$ cat config.mk
export PLATFORM = sky130hd
export DESIGN_NAME = smem_bus_seq
export DESIGN_NICKNAME = d
export VERILOG_FILES = /design/src/rtl/smem_pkg.sv /design/src/rtl/smem_datapath.sv /design/src/rtl/smem_control.sv /design/src/rtl/smem_bus_seq.sv
export SDC_FILE = /design/constraint.sdc
export NUM_CORES = 1
export LEC_CHECK = 0
export CELL_PAD_IN_SITES_DETAIL_PLACEMENT = 1
export CELL_PAD_IN_SITES_GLOBAL_PLACEMENT = 1
export CORE_AREA = 2 2 222 224
export DETAILED_ROUTE_END_ITERATION = 8
export DIE_AREA = 0 0 224 226
export PLACE_DENSITY = 0.64
export RECOVER_POWER = 50
export SYNTH_ARGS = -nofsm -noshare
export SYNTH_HDL_FRONTEND = slang
export SYNTH_SLANG_ARGS = --single-unit
$ cat constraint.sdc
create_clock -name clk -period 9.25 [get_ports clk]
set_input_delay 1.85 -clock clk [delete_from_list [all_inputs] [get_ports clk]]
set_output_delay 1.85 -clock clk [all_outputs]
set_load 0.05 [all_outputs]
$ cat src/rtl/smem_pkg.sv
package smem_pkg;

  localparam int NUM_CS   = 6;
  localparam int CS_IDX_W = 3;
  localparam int EN_W     = 10;
  localparam int CNT_W    = 9;   // 15 wait + 255 delta fits

  // Slow timing word; member order matches the bit layout of the word.
  typedef struct packed {
    logic [3:0] recov;
    logic [3:0] wrHold;
    logic [7:0] wrDelta;
    logic [7:0] rdDelta;
    logic [3:0] wrWait;
    logic [3:0] rdWait;
  } slowCfg_t;

  typedef struct packed {
    logic [3:0] rdHold;
    logic [1:0] advOe;
    logic       addrHold;
  } fastCfg_t;

  typedef enum logic [1:0] {
    CFG_ENABLE = 2'd0,
    CFG_SLOW   = 2'd1,
    CFG_FAST   = 2'd2
  } cfgKind_t;

  typedef enum logic [2:0] {
    ST_IDLE,
    ST_RECOV,
    ST_ADDR,
    ST_LEAD,
    ST_ACTIVE,
    ST_HOLD
  } seqState_t;

  // Strobes from the control to the datapath.
  typedef struct packed {
    logic latchReq;
    logic commit;
    logic capture;
    logic csOn;
    logic advOn;
    logic oeOn;
    logic weOn;
    logic doutOn;
    logic addrOn;
  } busCtl_t;

  function automatic logic csEnabled(input logic [EN_W-1:0] en,
                                     input logic [CS_IDX_W-1:0] idx);
    case (idx)
      3'd0:    return |en[1:0];
      3'd1:    return |en[3:2];
      3'd2:    return en[4];
      3'd3:    return en[5];
      3'd4:    return |en[7:6];
      3'd5:    return |en[9:8];
      default: return 1'b0;
    endcase
  endfunction

endpackage

$ cat src/rtl/smem_datapath.sv
module smem_datapath
  import smem_pkg::*;
#(
  parameter int ADDR_W    = 20,
  parameter int DATA_W    = 16,
  parameter int PAGE_BITS = 4
) (
  input  logic                clk,
  input  logic                rstN,
  input  logic                cfgWe,
  input  logic [1:0]          cfgKind,
  input  logic [CS_IDX_W-1:0] cfgCs,
  input  logic [31:0]         cfgData,
  input  logic [CS_IDX_W-1:0] reqCs,
  input  logic                reqWrite,
  input  logic [ADDR_W-1:0]   reqAddr,
  input  logic [DATA_W-1:0]   reqWdata,
  input  busCtl_t             ctl,
  input  logic [DATA_W-1:0]   memDin,
  output logic                reqLegal,
  output logic                needRecov,
  output logic [3:0]          histRecov,
  output logic                curWrite,
  output logic                curFirst,
  output slowCfg_t            selSlow,
  output fastCfg_t            selFast,
  output logic [DATA_W-1:0]   rdData,
  output logic [NUM_CS-1:0]   memCsN,
  output logic                memAdvN,
  output logic                memOeN,
  output logic                memWeN,
  output logic [ADDR_W-1:0]   memAddr,
  output logic [DATA_W-1:0]   memDout,
  output logic                memDoutEn
);

  localparam int PAGE_W = ADDR_W - PAGE_BITS;

  logic [EN_W-1:0]     enReg;
  slowCfg_t            slowRegs [NUM_CS];
  fastCfg_t            fastRegs [NUM_CS];

  logic [CS_IDX_W-1:0] curCs, selCs, histCs;
  logic [ADDR_W-1:0]   addrQ;
  logic [DATA_W-1:0]   wdataQ;
  logic                histValid, histRead;
  logic [PAGE_W-1:0]   histPage;
  logic                reqFirst;

  logic unusedCfgBits;
  assign unusedCfgBits = ^{cfgData[31:28], cfgData[23:18], cfgData[15:6], cfgData[4:0]};

  // Configuration words
  always_ff @(posedge clk or negedge rstN) begin
    if (!rstN) begin
      enReg <= '0;
      for (int i = 0; i < NUM_CS; i++) begin
        slowRegs[i] <= '0;
        fastRegs[i] <= '0;
      end
    end else if (cfgWe) begin
      if (cfgKind == CFG_ENABLE) enReg <= cfgData[EN_W-1:0];
      for (int i = 0; i < NUM_CS; i++) begin
        if (cfgCs == CS_IDX_W'(i)) begin
          if (cfgKind == CFG_SLOW) slowRegs[i] <= slowCfg_t'(cfgData);
          if (cfgKind == CFG_FAST)
            fastRegs[i] <= '{rdHold: cfgData[27:24], advOe: cfgData[17:16],
                             addrHold: cfgData[5]};
        end
      end
    end
  end

  // While a request is being accepted its own chip select is looked up.
  assign selCs = ctl.latchReq ? reqCs : curCs;

  always_comb begin
    selSlow   = '0;
    selFast   = '0;
    histRecov = '0;
    for (int i = 0; i < NUM_CS; i++) begin
      if (selCs == CS_IDX_W'(i)) begin
        selSlow = slowRegs[i];
        selFast = fastRegs[i];
      end
      if (histCs == CS_IDX_W'(i)) histRecov = slowRegs[i].recov;
    end
  end

  assign reqLegal  = csEnabled(enReg, reqCs);
  assign needRecov = histValid && histRead && ((reqCs != histCs) || reqWrite);
  assign reqFirst  = !histValid || (reqCs != histCs) ||
                     (reqAddr[ADDR_W-1:PAGE_BITS] != histPage);

  // Request latch
  always_ff @(posedge clk or negedge rstN) begin
    if (!rstN) begin
      curCs    <= '0;
      curWrite <= 1'b0;
      curFirst <= 1'b0;
      addrQ    <= '0;
      wdataQ   <= '0;
    end else if (ctl.latchReq) begin
      curCs    <= reqCs;
      curWrite <= reqWrite;
      curFirst <= reqFirst;
      addrQ    <= reqAddr;
      wdataQ   <= reqWdata;
    end
  end

  // Recovery and page history, updated only by completed accesses
  always_ff @(posedge clk or negedge rstN) begin
    if (!rstN) begin
      histValid <= 1'b0;
      histRead  <= 1'b0;
      histCs    <= '0;
      histPage  <= '0;
    end else if (ctl.commit) begin
      histValid <= 1'b1;
      histRead  <= !curWrite;
      histCs    <= curCs;
      histPage  <= addrQ[ADDR_W-1:PAGE_BITS];
    end
  end

  always_ff @(posedge clk or negedge rstN) begin
    if (!rstN)            rdData <= '0;
    else if (ctl.capture) rdData <= memDin;
  end

  // Pin drive
  for (genvar g = 0; g < NUM_CS; g++) begin : gCsPin
    assign memCsN[g] = !(ctl.csOn && (curCs == CS_IDX_W'(g)));
  end

  assign memAdvN   = !ctl.advOn;
  assign memOeN    = !ctl.oeOn;
  assign memWeN    = !ctl.weOn;
  assign memDoutEn = ctl.doutOn;
  assign memDout   = ctl.doutOn ? wdataQ : '0;
  assign memAddr   = ctl.addrOn ? addrQ : '0;

  p_cs_onehot_r4: assert property (@(posedge clk) disable iff (!rstN)
    $onehot0(~memCsN));

  p_adv_inside_cs_r4: assert property (@(posedge clk) disable iff (!rstN)
    !memAdvN |-> (memCsN != '1));

  p_oe_we_apart_r7: assert property (@(posedge clk) disable iff (!rstN)
    !(!memOeN && !memWeN));

  p_we_release_hold_r9: assert property (@(posedge clk) disable iff (!rstN)
    $rose(memWeN) |-> (memDoutEn && (memCsN != '1)));

endmodule

$ cat src/rtl/smem_control.sv
module smem_control
  import smem_pkg::*;
(
  input  logic     clk,
  input  logic     rstN,
  input  logic     reqValid,
  input  logic     reqLegal,
  input  logic     needRecov,
  input  logic [3:0] histRecov,
  input  logic     curWrite,
  input  logic     curFirst,
  input  slowCfg_t selSlow,
  input  fastCfg_t selFast,
  output logic     reqReady,
  output logic     rspDone,
  output logic     rspErr,
  output busCtl_t  ctl
);

  seqState_t        state, stateNext;
  logic [CNT_W-1:0] cnt, cntNext;
  logic             doneNext, errNext, advPrevQ;
  logic [4:0]       advPlus, holdExt, leadCycles;
  logic [CNT_W-1:0] activeLoad, holdLoad;
  logic             cntZero;

  assign cntZero = (cnt == '0);

  // Cycles from chip-select fall to output-enable fall
  always_comb begin
    advPlus    = 5'({3'b000, selFast.advOe}) + 5'd1;
    holdExt    = {1'b0, selFast.rdHold};
    leadCycles = (holdExt > advPlus) ? holdExt : advPlus;
  end

  // Strobe length minus one and hold length minus one
  always_comb begin
    if (curWrite)
      activeLoad = CNT_W'(selSlow.wrWait) +
                   (curFirst ? CNT_W'(selSlow.wrDelta) : CNT_W'(0));
    else
      activeLoad = CNT_W'(selSlow.rdWait) +
                   (curFirst ? CNT_W'(selSlow.rdDelta) : CNT_W'(0));
    holdLoad = (selSlow.wrHold == 4'd0) ? CNT_W'(0) : CNT_W'(selSlow.wrHold) - CNT_W'(1);
  end

  always_comb begin
    stateNext    = state;
    cntNext      = cnt;
    doneNext     = 1'b0;
    errNext      = 1'b0;
    ctl          = '0;
    ctl.latchReq = (state == ST_IDLE) && reqValid;
    case (state)
      ST_IDLE: begin
        if (reqValid) begin
          if (!reqLegal) begin
            doneNext = 1'b1;
            errNext  = 1'b1;
          end else if (needRecov) begin
            stateNext = ST_RECOV;
            cntNext   = CNT_W'(histRecov);
          end else begin
            stateNext = ST_ADDR;
          end
        end
      end
      ST_RECOV: begin
        if (cntZero) stateNext = ST_ADDR;
        else         cntNext   = cnt - CNT_W'(1);
      end
      ST_ADDR: begin
        if (curWrite || (leadCycles == 5'd1)) begin
          stateNext = ST_ACTIVE;
          cntNext   = activeLoad;
        end else begin
          stateNext = ST_LEAD;
          cntNext   = CNT_W'(leadCycles) - CNT_W'(2);
        end
      end
      ST_LEAD: begin
        if (cntZero) begin
          stateNext = ST_ACTIVE;
          cntNext   = activeLoad;
        end else begin
          cntNext = cnt - CNT_W'(1);
        end
      end
      ST_ACTIVE: begin
        if (!cntZero) begin
          cntNext = cnt - CNT_W'(1);
        end else if (curWrite) begin
          stateNext = ST_HOLD;
          cntNext   = holdLoad;
        end else begin
          stateNext   = ST_IDLE;
          ctl.capture = 1'b1;
          ctl.commit  = 1'b1;
          doneNext    = 1'b1;
        end
      end
      ST_HOLD: begin
        if (cntZero) begin
          stateNext  = ST_IDLE;
          ctl.commit = 1'b1;
          doneNext   = 1'b1;
        end else begin
          cntNext = cnt - CNT_W'(1);
        end
      end
      default: stateNext = ST_IDLE;
    endcase

    ctl.csOn   = (state == ST_ADDR) || (state == ST_LEAD) ||
                 (state == ST_ACTIVE) || (state == ST_HOLD);
    ctl.advOn  = (state == ST_ADDR);
    ctl.oeOn   = (state == ST_ACTIVE) && !curWrite;
    ctl.weOn   = (state == ST_ACTIVE) && curWrite;
    ctl.doutOn = ((state == ST_ACTIVE) || (state == ST_HOLD)) && curWrite;
    ctl.addrOn = (state == ST_ADDR) || (advPrevQ && selFast.addrHold);
  end

  always_ff @(posedge clk or negedge rstN) begin
    if (!rstN) begin
      state    <= ST_IDLE;
      cnt      <= '0;
      rspDone  <= 1'b0;
      rspErr   <= 1'b0;
      advPrevQ <= 1'b0;
    end else begin
      state    <= stateNext;
      cnt      <= cntNext;
      rspDone  <= doneNext;
      rspErr   <= errNext;
      advPrevQ <= (state == ST_ADDR);
    end
  end

  assign reqReady = (state == ST_IDLE);

  p_accept_busy_r3: assert property (@(posedge clk) disable iff (!rstN)
    (reqValid && reqReady && reqLegal) |=> !reqReady);

  p_err_with_done_r1: assert property (@(posedge clk) disable iff (!rstN)
    rspErr |-> rspDone);

  p_done_bus_idle_r11: assert property (@(posedge clk) disable iff (!rstN)
    rspDone |-> !ctl.csOn);

endmodule

$ cat src/rtl/smem_bus_seq.sv
module smem_bus_seq
  import smem_pkg::*;
#(
  parameter int ADDR_W    = 20,
  parameter int DATA_W    = 16,
  parameter int PAGE_BITS = 4
) (
  input  logic                clk,
  input  logic                rstN,
  input  logic                cfgWe,
  input  logic [1:0]          cfgKind,
  input  logic [2:0]          cfgCs,
  input  logic [31:0]         cfgData,
  input  logic                reqValid,
  input  logic                reqWrite,
  input  logic [2:0]          reqCs,
  input  logic [ADDR_W-1:0]   reqAddr,
  input  logic [DATA_W-1:0]   reqWdata,
  output logic                reqReady,
  output logic                rspDone,
  output logic                rspErr,
  output logic [DATA_W-1:0]   rspRdata,
  output logic [5:0]          memCsN,
  output logic                memAdvN,
  output logic                memOeN,
  output logic                memWeN,
  output logic [ADDR_W-1:0]   memAddr,
  output logic [DATA_W-1:0]   memDout,
  output logic                memDoutEn,
  input  logic [DATA_W-1:0]   memDin
);

  busCtl_t    ctl;
  slowCfg_t   selSlow;
  fastCfg_t   selFast;
  logic       reqLegal, needRecov, curWrite, curFirst;
  logic [3:0] histRecov;

  smem_datapath #(
    .ADDR_W(ADDR_W), .DATA_W(DATA_W), .PAGE_BITS(PAGE_BITS)
  ) uDatapath (
    .clk(clk), .rstN(rstN),
    .cfgWe(cfgWe), .cfgKind(cfgKind), .cfgCs(cfgCs), .cfgData(cfgData),
    .reqCs(reqCs), .reqWrite(reqWrite), .reqAddr(reqAddr), .reqWdata(reqWdata),
    .ctl(ctl), .memDin(memDin),
    .reqLegal(reqLegal), .needRecov(needRecov), .histRecov(histRecov),
    .curWrite(curWrite), .curFirst(curFirst),
    .selSlow(selSlow), .selFast(selFast), .rdData(rspRdata),
    .memCsN(memCsN), .memAdvN(memAdvN), .memOeN(memOeN), .memWeN(memWeN),
    .memAddr(memAddr), .memDout(memDout), .memDoutEn(memDoutEn)
  );

  smem_control uControl (
    .clk(clk), .rstN(rstN),
    .reqValid(reqValid), .reqLegal(reqLegal), .needRecov(needRecov),
    .histRecov(histRecov), .curWrite(curWrite), .curFirst(curFirst),
    .selSlow(selSlow), .selFast(selFast),
    .reqReady(reqReady), .rspDone(rspDone), .rspErr(rspErr), .ctl(ctl)
  );

endmodule

# ---- Word level (Yosys, flattened, before mapping)
# Index checks and enable logic that the tools add are counted.
dict set report totals {
  register_bits 337
}
dict set report op_classes {
  eq_ne 44
  n_mux 57
  magnitude_cmp 1
  n_addsub 6
  reduce_logical 63
}
# operator n
set op_table {}
lappend op_table {{two-way mux 28 bit} 6}
lappend op_table {{two-way mux 9 bit} 10}
lappend op_table {{one-hot mux 9 bit (5 select lines)} 1}
lappend op_table {{two-way mux 7 bit} 6}
lappend op_table {{== test 3 x 2 -> 1 bit, second input constant} 12}
lappend op_table {{== test 3 bit, second input constant} 12}
lappend op_table {{AND reduction 3 bit} 12}
lappend op_table {{two-way mux 3 bit} 9}
lappend op_table {{two-way mux 4 bit} 6}
lappend op_table {{two-way mux 20 bit} 1}
lappend op_table {{adder 4 x 9 -> 9 bit} 2}
lappend op_table {{== test 3 x 1 -> 1 bit, second input constant} 6}
lappend op_table {{zero test 3 bit} 6}
lappend op_table {{one-hot mux 3 bit (6 select lines)} 1}
lappend op_table {{two-way mux 16 bit} 1}
lappend op_table {{two-way mux 8 bit} 2}
lappend op_table {{!= test 16 bit} 1}
lappend op_table {{logical AND 1 bit} 13}
lappend op_table {{!= test 2 x 1 -> 1 bit, second input constant} 6}
lappend op_table {{AND reduction 6 bit} 2}
lappend op_table {{zero test 1 bit} 11}
lappend op_table {{OR reduction 2 bit} 5}
lappend op_table {{zero test 9 bit} 1}
lappend op_table {{logical OR 1 bit} 9}
lappend op_table {{21 further kinds} 30}

# ---- Longest topological paths before layout
dict set report logic_depth {
  ltp_word 17
  mapped_depth 24
  mapped_depth_nobuf 19
}

# ---- Cells and area by module
# From an unflattened synthesis, not the netlist that was laid out.
dict set report hier_totals {
  hier_cells 1395
  area_unflattened_um2 17097.6
}
# module cells_per_inst seq_area_each_um2 area_each_um2 n_inst
set modules_own_cells {}
lappend modules_own_cells {smem_datapath 1107 8057.7 14871.8 1}
lappend modules_own_cells {smem_control 288 375.4 2225.9 1}

# ---- Worst setup path after synthesis
# OpenSTA, ideal clock, no wires.
dict set report synth_timing {
  path_kind {in2out}
  from {input reqValid}
  to {output memAddr[0]}
  required_time_ns 7.400
  path_stages 12
  t_arrival_ns 4.361
  setup_slack_ns 3.039
  path_cell_list {or4b_1 buf_2 buf_6 clkbuf_1 mux2_2 inv_1 o221ai_1 a31oi_1 a221oi_1 o21ai_0 clkbuf_1 and2_1}
}
dict set report synth_between {
  elab_chain_cells 12
}
# element line
set synth_lines {}
lappend synth_lines {{start, declared} smem_bus_seq.sv:14} ;# input logic reqValid,
lappend synth_lines {{logical AND 1 bit (*)} smem_control.sv:53} ;# ctl.latchReq = (state == ST_IDLE) && reqValid;
lappend synth_lines {{two-way mux 3 bit (*)} smem_datapath.sv:75} ;# assign selCs = ctl.latchReq ? reqCs : curCs;
lappend synth_lines {{zero test 3 bit} smem_datapath.sv:82} ;# if (selCs == CS_IDX_W'(i)) begin
lappend synth_lines {{two-way mux 7 bit (5 in a row)} smem_datapath.sv:82}
lappend synth_lines {{two-way mux 7 bit (*)} smem_datapath.sv:82}
lappend synth_lines {{logical AND 1 bit (*)} smem_control.sv:120} ;# ctl.addrOn = (state == ST_ADDR) || (advPrevQ && selFast.addrHold);
lappend synth_lines {{logical OR 1 bit (*)} smem_control.sv:120}
lappend synth_lines {{two-way mux 20 bit (*)} smem_datapath.sv:142} ;# assign memAddr = ctl.addrOn ? addrQ : '0;
lappend synth_lines {{end, declared} smem_bus_seq.sv:27} ;# output logic [ADDR_W-1:0] memAddr,
# Mark *: on every way between the ends. The rest lies on a longest branch, timed or not.

# ---- Worst setup path after layout
dict set report layout_timing {
  from {input reqValid}
  to {output memAddr[8]}
}
# Same word-level chain as after synthesis.

==> impl_metrics.env <==
export IMPL_hold_viol=0
export IMPL_ctsRootBufferMaster="clkbuf_16"
export IMPL_stdcell_area_um2=20300
export IMPL_min_to="uDatapath.wdataQ[14]$_DFFE_PN0P_"
export IMPL_ys_seq_elements=337
export IMPL_crit_path_start_kind="input pin"
export IMPL_synth_distinct_cells=75
export IMPL_end_kind="primary output"
export IMPL_fp_row_count=81
export IMPL_cts_resized_gates=0
export IMPL_regToRegSetupSlack_ps=2980
export IMPL_overflow=0
export IMPL_antenna_left=0
export IMPL_fp_dieH_um=226
export IMPL_dr_wl_met2_mm=26.1
export IMPL_synthTopCellsByArea="dfrtp_1, mux2_2, nand2_1"
export IMPL_cts_setup_buffers=0
export IMPL_place_hpwl_mm=36.2
export IMPL_grtUsageTotal_pct=21.1
export IMPL_yosys_area_top_type_share_pct=50.2
export IMPL_wire_per_inst_um=23.7
export IMPL_crit_type="input pin to primary output"
export IMPL_totalWireLength_mm=53.5
export IMPL_hp_start="uDatapath.wdataQ[14]$_DFFE_PN0P_"
export IMPL_hold_depth=2
export IMPL_fin_nets=1724
export IMPL_tns_ps=0
export IMPL_tritoncts="yes"
export IMPL_cts_htree_levels=2
export IMPL_timing_fmax_ghz=0.120
export IMPL_setup_viol_count_final=0
export IMPL_area_growth_pct=20.8
export IMPL_syn_inst=1475
export IMPL_dpl_cell_area_um2=19100
export IMPL_seqCellArea_um2=8430
export IMPL_leakage_nw=8.98
export IMPL_drt_initial_drc_count=717
export IMPL_antenna_cells=0
export IMPL_async_flop_share_pct=100
export IMPL_drcViolationCount=0
export IMPL_status="complete, but fails checks"
export IMPL_arrival_ps=6470
export IMPL_finalCriticalPeriod_ps=8320
export IMPL_hp_class="flip-flop to flip-flop"
export IMPL_io_buffers=161
export IMPL_slowest_delay_ps=940
export IMPL_syn_area_um2=16800
export IMPL_cp_common_cell="clkdlybuf4s50_1"
export IMPL_reg2reg_from="uControl.state[1]$_DFFE_PN0P_"
export IMPL_cp_cell_sequence="clkdlybuf4s50_1, or4b_2, mux2_2, inv_1, o221ai_1, a31oi_1, a221oi_1, o21ai_1, and2_1, clkdlybuf4s50_1"
export IMPL_die_w_um=224
export IMPL_worstMarginPinSlew_ps=6400
export IMPL_r2r_cells=19
export IMPL_synth_edf_count=0
export IMPL_timing_final_crit_share_pct=89.9
export IMPL_io_pins=162
export IMPL_clock_tree_buffer_depth=3
export IMPL_gp_congestion=0.838
export IMPL_slowest_stage="or4b_2"
export IMPL_power_density_nw_per_um2=328
export IMPL_cap_violations=2
export IMPL_violations="capacitance limit, slew limit"
export IMPL_dp_cells=2193
export IMPL_finalNonFillerCells=2254
export IMPL_routed_via_density=5.54
export IMPL_path_clk_slew_ps=50
export IMPL_avgSynthCellArea_um2=11.4
export IMPL_route_met3_wl_mm=2.24
export IMPL_rsz0062_at_grt="false"
export IMPL_synth_ff_type="dfrtp_1"
export IMPL_ctsHoldBuffers=0
export IMPL_antenna_found_initial=0
export IMPL_insertion_delay_ps=560
export IMPL_grt_pass1_vias=13100
export IMPL_syn_nets=1587
export IMPL_ys_warn_count=0
export IMPL_slew_headroom_pct=-327
export IMPL_critPathMaxFanout=20
export IMPL_grt_max_degree=114
export IMPL_vias=12500
export IMPL_fillCellCount=5115
export IMPL_cts_buffers=39
export IMPL_drive_gt1_share_pct=24.4
export IMPL_cts_sinks=337
export IMPL_finClkSkew_ps=27.6
export IMPL_die_area_um2=50600
export IMPL_first_pass_iters=6
export IMPL_initial_core_util_pct=34.7
export IMPL_wl_met1_mm=23.9
export IMPL_core_area_um2=48300
export IMPL_synth_top_cell_by_area="dfrtp_1"
export IMPL_grt_pass1_wl_mm=81.2
export IMPL_multi_input_area_um2=7960
export IMPL_reg2reg_to="uControl.cnt[2]$_DFFE_PN0P_"
export IMPL_ys_seq_area_share_pct=50.2
export IMPL_top_layer="met4"
export IMPL_worstPathRequired_ps=7400
export IMPL_slew_violations=147
export IMPL_ir_drop_uv=151
-- critical path, delay by kind of cell --
| family | cells | cell delay, ps |
|---|---|---|
| simple gates | 2 | 1190 |
| mux | 1 | 620 |
| buf+inv | 3 | 1440 |
| compound gates | 4 | 1340 |
-- worst max-delay path by stage --
stage | end | depth (start not counted) | from
floorplan | memAddr[0] | 12 | reqValid
global placement | memAddr[2] | 10 | reqValid
detailed placement | memAddr[2] | 10 | reqValid
CTS | memAddr[2] | 10 | reqValid
global route | uDatapath.wdataQ[6]$_DFFE_PN0P_ | 2 | rstN
finish | memAddr[8] | 10 | reqValid
-- report_power, final --
part / leakage, nW / internal (W) / switching (W)
combinational: 4.07 / 0.00115 / 0.00187
sequential: 4.31 / 0.00184 / 0.000273
clock: 0.601 / 0.000910 / 0.000613
-- metrics by stage --
step	util [%]	setup slack, ps	hold WS, ps	total power [W]
floorplan	-	3040	437	0.00408
global placement	39.5	969	450	0.00505
detailed placement	39.5	851	461	0.00514
CTS	42.0	853	475	0.00670
global route	41.9	348	500	0.00702
finish	41.9	930	470	0.00666
-- synth_stat cells (all sizes together), types with 9 or more instances --
| master | instances |
|---|---|
| dfrtp | 337 |
| mux2 | 290 |
| nand2 | 199 |
| clkbuf | 75 |
| o21ai | 61 |
| nor2 | 56 |
| a21oi | 52 |
| mux2i | 41 |
| nand2b | 25 |
| and2 | 23 |
| xnor2 | 22 |
| buf | 19 |
| and3 | 18 |
| inv | 17 |
| nor3 | 15 |
| ha | 13 |
| nor2b | 13 |
| a221o | 12 |
| a221oi | 11 |
| a222oi | 11 |
| o221ai | 11 |
| xor2 | 11 |
| a31oi | 10 |
| or3 | 9 |
-- placed cells by master (no fill, tap or decap), types with 13 or more instances in the layout --
cell type / instances
a21oi_1: 52
and2_1: 23
and3_1: 18
buf_4: 24
clkbuf_1: 13
clkbuf_16: 40
clkdlybuf4s50_1: 158
dfrtp_1: 337
ha_1: 13
inv_1: 16
mux2_2: 288
mux2i_1: 36
nand2_1: 196
nand2b_1: 25
nor2_1: 54
nor2b_1: 13
nor3_1: 15
o21ai_0: 58
xnor2_1: 22
-- cell families (layout without fill, tap and decap cells) --
logic type	after synthesis	after routing	share of synthesized area (%)
buf+inv	112	269	2.62
simple gates	397	397	11.1
mux	337	337	22.8
fa+ha+maj	16	16	1.27
compound gates	243	243	10.2
xor+xnor	33	33	1.72
flops	337	337	50.2
-- sequential cells by signal (all words and copies together), names as in the netlist --
register             cells
uDatapath.histPage      16
uDatapath.histValid      1
uDatapath.histCs         3
uDatapath.curFirst       1
uDatapath.histRead       1
uDatapath.curWrite       1
uControl.cnt             9
uControl.advPrevQ        1
uDatapath.addrQ         20
uDatapath.rdData        16
uDatapath.enReg         10
uDatapath.fastRegs      42
uDatapath.slowRegs     192
uControl.rspErr          1
uDatapath.wdataQ        16
uControl.rspDone         1
uDatapath.curCs          3
uControl.state           3
-- per-layer routing --
| metal | track usage (%) | vias to the layer above |
|---|---|---|
| met2 | 35.2 | 236 |
| li1 | - | 5566 |
| met1 | 28.3 | 6617 |
| met3 | 3.58 | 74 |
| met5 | 0 | - |
| met4 | 5.98 | 0 |
-- area by class of cell --
cell class / instances / share of cell area [%]
flip-flops and latches: 337 / 41.6
clock inverters: 7 / 0.617
clock buffers: 54 / 5.44
inverters: 18 / 0.333
multi-input cells: 1026 / 39.3
well taps: 622 / 3.84
repair buffers: 190 / 8.92
(Power assumes the default switching activity.)
